**config.mk**
```make
export PLATFORM = sky130hd
export DESIGN_NAME = osc_ctl_regs
export DESIGN_NICKNAME = d
export VERILOG_FILES = /design/src/rtl/osc_ctl_pkg.sv /design/src/rtl/osc_ctl_wrcheck.sv /design/src/rtl/osc_ctl_drive_dec.sv /design/src/rtl/osc_ctl_downcnt.sv /design/src/rtl/osc_ctl_regs.sv
export SDC_FILE = /design/constraint.sdc
export NUM_CORES = 1
export LEC_CHECK = 0
export BUFFER_PORTS_ARGS = -buffer_cell sky130_fd_sc_hd__buf_2
export CAP_MARGIN = 20
export CORE_ASPECT_RATIO = 0.6
export CORE_MARGIN = 4
export CORE_UTILIZATION = 63
export CTS_CLUSTER_SIZE = 30
export DETAILED_ROUTE_END_ITERATION = 10
export PLACE_DENSITY = 0.95
export SLEW_MARGIN = 20
export SYNTH_ARGS = -nofsm -noshare
export SYNTH_HDL_FRONTEND = slang
export SYNTH_HIERARCHICAL = 1
export SYNTH_SLANG_ARGS = --single-unit
```
**constraint.sdc**
```tcl
create_clock -name pclk -period 9.95 [get_ports pclk]
set_input_delay 0.4975 -clock pclk [delete_from_list [all_inputs] [get_ports pclk]]
set_output_delay 0.4975 -clock pclk [all_outputs]
set_load 0.03 [all_outputs]
```
**src/rtl/osc_ctl_pkg.sv**
```systemverilog
package osc_ctl_pkg;

  localparam int unsigned REG_W = 32;

  // Word indices (byte offset / 4)
  localparam int unsigned IDX_CTRL  = 0;
  localparam int unsigned IDX_DRV0  = 1;
  localparam int unsigned IDX_PAUSE = 3;
  localparam int unsigned IDX_DIV   = 4;
  localparam int unsigned IDX_PHASE = 5;
  localparam int unsigned IDX_STAT  = 6;
  localparam int unsigned IDX_RAND  = 7;
  localparam int unsigned IDX_CNT   = 8;

  localparam logic [11:0] EN_OFF_CODE = 12'hd1e;
  localparam logic [11:0] EN_ON_CODE  = 12'hfab;
  localparam logic [11:0] RNG_LOW_CODE  = 12'hfa4;
  localparam logic [11:0] RNG_MED_CODE  = 12'hfa5;
  localparam logic [11:0] RNG_HIGH_CODE = 12'hfa7;
  localparam logic [11:0] RNG_TOP_CODE  = 12'hfa6;
  localparam logic [15:0] DRV_KEY       = 16'h9696;
  localparam logic [31:0] PAUSE_SLEEP   = 32'h636f6d61;
  localparam logic [31:0] PAUSE_RUN     = 32'h77616b65;

  localparam logic [31:0] CTRL_RST  = 32'h0000_0aa0;
  localparam logic [31:0] CTRL_MASK = 32'h00ff_ffff;
  localparam logic [11:0] DIV_RST   = 12'hab0;
  localparam logic [11:0] PHASE_RST = 12'h008;
  localparam int unsigned BAD_BIT   = 24;

  typedef enum logic [1:0] {
    RNG_LOW     = 2'd0,
    RNG_MED     = 2'd1,
    RNG_HIGH    = 2'd2,
    RNG_TOOHIGH = 2'd3
  } rng_e;

  function automatic logic range_known(input logic [11:0] code);
    return (code == RNG_LOW_CODE) || (code == RNG_MED_CODE) ||
           (code == RNG_HIGH_CODE) || (code == RNG_TOP_CODE);
  endfunction

  function automatic rng_e range_decode(input logic [11:0] code);
    case (code)
      RNG_MED_CODE:  return RNG_MED;
      RNG_HIGH_CODE: return RNG_HIGH;
      RNG_TOP_CODE:  return RNG_TOOHIGH;
      default:       return RNG_LOW;
    endcase
  endfunction

endpackage

```
**src/rtl/osc_ctl_wrcheck.sv**
```systemverilog
module osc_ctl_wrcheck
  import osc_ctl_pkg::*;
#(
  parameter int NUM_DRV = 2
) (
  input  logic               wr_ctrl_i,
  input  logic [NUM_DRV-1:0] wr_drv_i,
  input  logic               wr_pause_i,
  input  logic [REG_W-1:0]   wdata_i,
  output logic               bad_o
);

  logic en_ok;
  logic key_ok;
  logic pause_ok;

  assign en_ok    = (wdata_i[23:12] == EN_OFF_CODE) || (wdata_i[23:12] == EN_ON_CODE);
  assign key_ok   = (wdata_i[31:16] == DRV_KEY);
  assign pause_ok = (wdata_i == PAUSE_SLEEP) || (wdata_i == PAUSE_RUN);

  assign bad_o = (wr_ctrl_i && !(en_ok && range_known(wdata_i[11:0]))) ||
                 ((|wr_drv_i) && !key_ok) ||
                 (wr_pause_i && !pause_ok);

endmodule

```
**src/rtl/osc_ctl_drive_dec.sv**
```systemverilog
module osc_ctl_drive_dec
  import osc_ctl_pkg::*;
#(
  parameter int FIELDS = 4,
  parameter int DS_W   = 3,
  parameter int PITCH  = 4,
  parameter int LVL_W  = 2
) (
  input  logic [REG_W-1:0]        reg_i,
  output logic [FIELDS*LVL_W-1:0] lvl_o
);

  logic key_ok;
  assign key_ok = (reg_i[REG_W-1:16] == DRV_KEY);

  for (genvar f = 0; f < FIELDS; f++) begin : g_field
    assign lvl_o[f*LVL_W +: LVL_W] =
      key_ok ? LVL_W'($countones(reg_i[f*PITCH +: DS_W])) : '0;
  end

endmodule

```
**src/rtl/osc_ctl_downcnt.sv**
```systemverilog
module osc_ctl_downcnt #(
  parameter int CNT_W = 8
) (
  input  logic             clk,
  input  logic             rst_n,
  input  logic             load_i,
  input  logic [CNT_W-1:0] load_val_i,
  input  logic             tick_i,
  output logic [CNT_W-1:0] cnt_o
);

  logic [CNT_W-1:0] cnt_q;
  logic [CNT_W-1:0] cnt_d;

  always_comb begin
    cnt_d = cnt_q;
    if (load_i) begin
      cnt_d = load_val_i;
    end else if (tick_i && (cnt_q != '0)) begin
      cnt_d = cnt_q - CNT_W'(1);
    end
  end

  always_ff @(posedge clk or negedge rst_n) begin
    if (!rst_n) cnt_q <= '0;
    else        cnt_q <= cnt_d;
  end

  assign cnt_o = cnt_q;

endmodule

```
**src/rtl/osc_ctl_regs.sv**
```systemverilog
module osc_ctl_regs
  import osc_ctl_pkg::*;
#(
  parameter  int ADDR_W         = 6,
  parameter  int CNT_W          = 8,
  parameter  int NUM_STAGES     = 8,
  parameter  int STAGES_PER_REG = 4,
  parameter  int DS_W           = 3,
  localparam int LVL_W          = $clog2(DS_W + 1)
) (
  input  logic                        pclk,
  input  logic                        presetn,
  input  logic                        psel,
  input  logic                        penable,
  input  logic                        pwrite,
  input  logic [ADDR_W-1:0]           paddr,
  input  logic [31:0]                 pwdata,
  output logic [31:0]                 prdata,
  input  logic                        osc_stable_i,
  input  logic                        osc_enabled_i,
  input  logic                        div_running_i,
  input  logic                        osc_out_i,
  input  logic                        osc_tick_i,
  output logic                        osc_en_o,
  output logic [1:0]                  range_o,
  output logic [NUM_STAGES*LVL_W-1:0] stage_lvl_o,
  output logic                        dormant_o
);

  localparam int IDX_W    = ADDR_W - 2;
  localparam int NUM_DRV  = NUM_STAGES / STAGES_PER_REG;
  localparam int PITCH    = DS_W + 1;
  localparam int LANE_W   = STAGES_PER_REG * LVL_W;

  function automatic logic [REG_W-1:0] drv_mask();
    logic [REG_W-1:0] m;
    m = '0;
    m[REG_W-1:16] = '1;
    for (int f = 0; f < STAGES_PER_REG; f++) m[f*PITCH +: DS_W] = '1;
    return m;
  endfunction
  localparam logic [REG_W-1:0] DRV_MASK = drv_mask();

  // Reset: asynchronous assert, synchronous release
  logic [1:0] rst_pipe;
  logic       rst_n;
  always_ff @(posedge pclk or negedge presetn) begin
    if (!presetn) rst_pipe <= '0;
    else          rst_pipe <= {rst_pipe[0], 1'b1};
  end
  assign rst_n = rst_pipe[1];

  // Address decode
  logic [IDX_W-1:0]   widx;
  logic               wr_en;
  logic               sel_ctrl, sel_pause, sel_div, sel_phase, sel_stat, sel_rand, sel_cnt;
  logic [NUM_DRV-1:0] sel_drv;

  assign widx      = paddr[ADDR_W-1:2];
  assign wr_en     = psel && penable && pwrite;
  assign sel_ctrl  = (widx == IDX_W'(IDX_CTRL));
  assign sel_pause = (widx == IDX_W'(IDX_PAUSE));
  assign sel_div   = (widx == IDX_W'(IDX_DIV));
  assign sel_phase = (widx == IDX_W'(IDX_PHASE));
  assign sel_stat  = (widx == IDX_W'(IDX_STAT));
  assign sel_rand  = (widx == IDX_W'(IDX_RAND));
  assign sel_cnt   = (widx == IDX_W'(IDX_CNT));
  for (genvar r = 0; r < NUM_DRV; r++) begin : g_sel
    assign sel_drv[r] = (widx == IDX_W'(IDX_DRV0 + r));
  end

  // Storage
  logic [REG_W-1:0] ctrl_q, ctrl_d;
  logic [REG_W-1:0] pause_q, pause_d;
  logic [11:0]      div_q, div_d;
  logic [11:0]      phase_q, phase_d;
  logic [REG_W-1:0] drv_q [NUM_DRV];
  logic [REG_W-1:0] drv_d [NUM_DRV];
  logic             bad_q, bad_d;
  logic             rnd_q;
  logic             bad_set;
  logic             bad_clr;
  logic [CNT_W-1:0] cnt_val;

  osc_ctl_wrcheck #(.NUM_DRV(NUM_DRV)) u_wrchk (
    .wr_ctrl_i  (wr_en && sel_ctrl),
    .wr_drv_i   (wr_en ? sel_drv : '0),
    .wr_pause_i (wr_en && sel_pause),
    .wdata_i    (pwdata),
    .bad_o      (bad_set)
  );

  assign bad_clr = wr_en && sel_stat && pwdata[BAD_BIT];

  always_comb begin
    ctrl_d  = ctrl_q;
    pause_d = pause_q;
    div_d   = div_q;
    phase_d = phase_q;
    for (int r = 0; r < NUM_DRV; r++) drv_d[r] = drv_q[r];
    if (wr_en) begin
      if (sel_ctrl)  ctrl_d  = pwdata & CTRL_MASK;
      if (sel_pause) pause_d = pwdata;
      if (sel_div)   div_d   = pwdata[11:0];
      if (sel_phase) phase_d = pwdata[11:0];
      for (int r = 0; r < NUM_DRV; r++) begin
        if (sel_drv[r]) drv_d[r] = pwdata & DRV_MASK;
      end
    end
    // set takes priority over clear
    bad_d = (bad_q && !bad_clr) || bad_set;
  end

  always_ff @(posedge pclk or negedge rst_n) begin
    if (!rst_n) begin
      ctrl_q  <= CTRL_RST;
      pause_q <= PAUSE_RUN;
      div_q   <= DIV_RST;
      phase_q <= PHASE_RST;
      bad_q   <= 1'b0;
      rnd_q   <= 1'b0;
      for (int r = 0; r < NUM_DRV; r++) drv_q[r] <= '0;
    end else begin
      ctrl_q  <= ctrl_d;
      pause_q <= pause_d;
      div_q   <= div_d;
      phase_q <= phase_d;
      bad_q   <= bad_d;
      rnd_q   <= osc_out_i;
      for (int r = 0; r < NUM_DRV; r++) drv_q[r] <= drv_d[r];
    end
  end

  osc_ctl_downcnt #(.CNT_W(CNT_W)) u_cnt (
    .clk        (pclk),
    .rst_n      (rst_n),
    .load_i     (wr_en && sel_cnt),
    .load_val_i (pwdata[CNT_W-1:0]),
    .tick_i     (osc_tick_i),
    .cnt_o      (cnt_val)
  );

  // Decoded controls
  assign osc_en_o  = (ctrl_q[23:12] != EN_OFF_CODE);
  assign range_o   = range_decode(ctrl_q[11:0]);
  assign dormant_o = (pause_q == PAUSE_SLEEP);

  for (genvar r = 0; r < NUM_DRV; r++) begin : g_drv
    osc_ctl_drive_dec #(
      .FIELDS (STAGES_PER_REG),
      .DS_W   (DS_W),
      .PITCH  (PITCH),
      .LVL_W  (LVL_W)
    ) u_dec (
      .reg_i (drv_q[r]),
      .lvl_o (stage_lvl_o[r*LANE_W +: LANE_W])
    );
  end

  // Read mux
  logic [31:0] rd_mux;
  always_comb begin
    rd_mux = '0;
    if (sel_ctrl)  rd_mux = ctrl_q;
    if (sel_pause) rd_mux = pause_q;
    if (sel_div)   rd_mux = {20'b0, div_q};
    if (sel_phase) rd_mux = {20'b0, phase_q};
    if (sel_stat)  rd_mux = {osc_stable_i, 6'b0, bad_q, 7'b0, div_running_i,
                             3'b0, osc_enabled_i, 12'b0};
    if (sel_rand)  rd_mux = {31'b0, rnd_q};
    if (sel_cnt)   rd_mux = 32'(cnt_val);
    for (int r = 0; r < NUM_DRV; r++) begin
      if (sel_drv[r]) rd_mux = drv_q[r];
    end
  end

  assign prdata = psel ? rd_mux : '0;

endmodule

```
==> impl_metrics.tcl <==
set metrics [dict create \
    status "finished clean" \
    first_global_vias 6711 \
    maxCapViolations 0 \
    pin_count 100 \
    holdCritStartpoint "osc_out_i" \
    timing.critical_path.arrival_ps 3110 \
    gr-total-overflow 0 \
    antenna_found_initial 2 \
    global_route_wire_length_before_repair_um 38700 \
    cts-root-to-sink-buffers 2 \
    critPathLaunch "paddr[2]" \
    finalCoreUtilization_pct 75.1 \
    place_hpwl_um 16700 \
    skew_ps 7.67 \
    track_usage_pct 35.0 \
    synthesis.area_um2 8020 \
    area.growth.synth_to_final_pct 14.8 \
    power.sequential.fraction_pct 45.0 \
    slew-limit-headroom_pct 17.7 \
    die_height_um 95.4 \
    post_synth_inst_count 685 \
    switching_share_pct 29.6 \
    drtPass1Iterations 7 \
    timing_max_transition_violations_final 0 \
    leakagePower_uw 0.00407 \
    share_of_post_route_cells_with_drive_strength_above_1_pct 40.5 \
    r2r_start "u_cnt/cnt_o[2]" \
    pin_count_of_the_biggest_net_entering_global_routing 86 \
    share_clk_of_total_power_pct 39.3 \
    worstPathRequired_ps 9450 \
    critPathMaxFanout 32 \
    htreeDepth 4 \
    cts_tree "done" \
    worst_path_largest_cell_delay_ps 680 \
    synth.net_count 743 \
    yosys_warning_count 6 \
    switchingPower_uw 534 \
    final-hold-violation-count 0 \
    floorplan.initialDensity_pct 65.4 \
    cell_by_cell_listing_of_the_critical_path "buf_2 -> clkinv_1 -> and3_1 -> a22oi_1 -> o32ai_1 -> buf_2" \
    rows 31 \
    cp_top_delay_family "buffers and inverters" \
    path_buf_inv 3 \
    gp_congestion 0.940 \
    worst_setup_path_start_kind "input pin" \
    die_x_um 154 \
    fin_cells 944 \
    synth_area_per_cell_um2 11.7 \
    dpl.cell_count 910 \
    io_buffer_count 97 \
    initial_drc_count 1005 \
    cts.sinks 148 \
    drt.antenna.violating_nets 0 \
    period_needed_ps 3610 \
    fmaxAchievable_mhz 277 \
    core-area_um2 12300 \
    grt.met1_usage_pct 46.3 \
    clock_insertion_delay_worst_skew_ps 440 \
    rsz0062_at_grt "no" \
    drt-wirelength-per-cell_um 27.0 \
    combPwrFrac_pct 15.7 \
    detail_route.vias_per_cell 7.24 \
    critPathMostFrequentCell "sky130_fd_sc_hd__buf_2" \
    timing_worst_slew_pin_value_ps 1230 \
    top_usage_layer "met2" \
    internal_power_uw 1270 \
    power_density_nw_per_um2 196 \
    max-vdd-ir-drop_uv 120 \
    gr-usage-met3_pct 15.1 \
    n_fill_cell 790 \
    nNetsFinal 823 \
    routed_wl_um 25500 \
    final.setup.tns_ps 0 \
    dieArea_um2 14700 \
    setup_viol 0 \
    numCtsBuffers 17 \
    end_kind "output pin" \
    clk_pin_slew_ps 60 \
    timing.critical_path.slowest_stage_cell "sky130_fd_sc_hd__and3_1" \
    drt_drc_violations_left 0 \
    vias 6832 \
    cts_resized 0 \
    cts_root_buffer "sky130_fd_sc_hd__clkbuf_16" \
    min_path_type "in -> reg" \
    timing.final.crit_share_pct 36.3 \
    worstSetupPathType "in -> out" \
    globalRouteMet2Util_pct 50.6 \
]
routing by layer:
metal | up-vias | share of wire [%]
met5 | - | 0.027
met4 | 2 | 3.9
met3 | 129 | 15
met2 | 585 | 43
met1 | 3370 | 38
li1 | 2746 | -
power by group through the flow:
stage | clock [uW] | sequential, uW | combinational, uW
floorplan | 0 | 780 | 192
global placement | 0 | 802 | 252
detailed placement | 0 | 811 | 268
CTS | 707 | 805 | 275
global route | 736 | 821 | 304
finish | 709 | 812 | 283
path summary, 6_finish.rpt:
kind                                       end  slack [ps]  cells after the start
min in group asynchronous          rst_pipe[1]         370                      2
worst min-delay path                     rnd_q         170                      1
worst min register to register     rst_pipe[1]         350                      0
max in group asynchronous            drv_q[56]        8260                      1
worst max register to register  u_cnt/cnt_o[1]        7880                      3
worst max-delay path                 prdata[9]        6340                      6
sequential cells by signal (all words and copies together) (netlist names):
name         cells
drv_q           56
pause_q         32
ctrl_q          24
div_q           12
phase_q         12
u_cnt/cnt_o      8
rst_pipe         2
bad_q            1
rnd_q            1
placed cells by master, fill, tap and decap left out, drive strengths merged, types with 9 or more instances in the layout:
master and instances:
clkbuf 19, inv 25, dfstp 28, o21ai 22, nand2 32, a31oi 9, dfrtp 120, and2 14
a22oi 30, mux2 134, nand4b 12, a21oi 35, nor2 27, buf 103
per-stage QoR:
| stage | cell area (um^2) | worst slack (ps) | hold slack, ps | total power [uW] |
|---|---|---|---|---|
| 2_1_floorplan | 8020 | 5570 | 202 | 972 |
| 3_3_place_gp | 8540 | 6390 | 282 | 1050 |
| 3_5_place_dp | 8540 | 6270 | 284 | 1080 |
| 4_1_cts | 9190 | 6360 | 171 | 1790 |
| 5_1_grt | 9200 | 6330 | 160 | 1860 |
| 6_report | 9200 | 6340 | 170 | 1800 |
timing repair:
action	in CTS	in global routing
setup buffers	0	0
hold endpoints to repair	2	0
hold buffers	1	0
area by class of cell:
class	count	area, um^2	share of cell area, %
multi-input cells	473	3990	43.4
clock buffers	19	443	4.81
diodes	1	2.50	0.0272
well taps	165	206	2.24
clock inverters	13	195	2.12
flip-flops and latches	148	3740	40.7
repair buffers	104	544	5.91
inverters	21	78.8	0.857
Power figures use the tool's default switching activity.
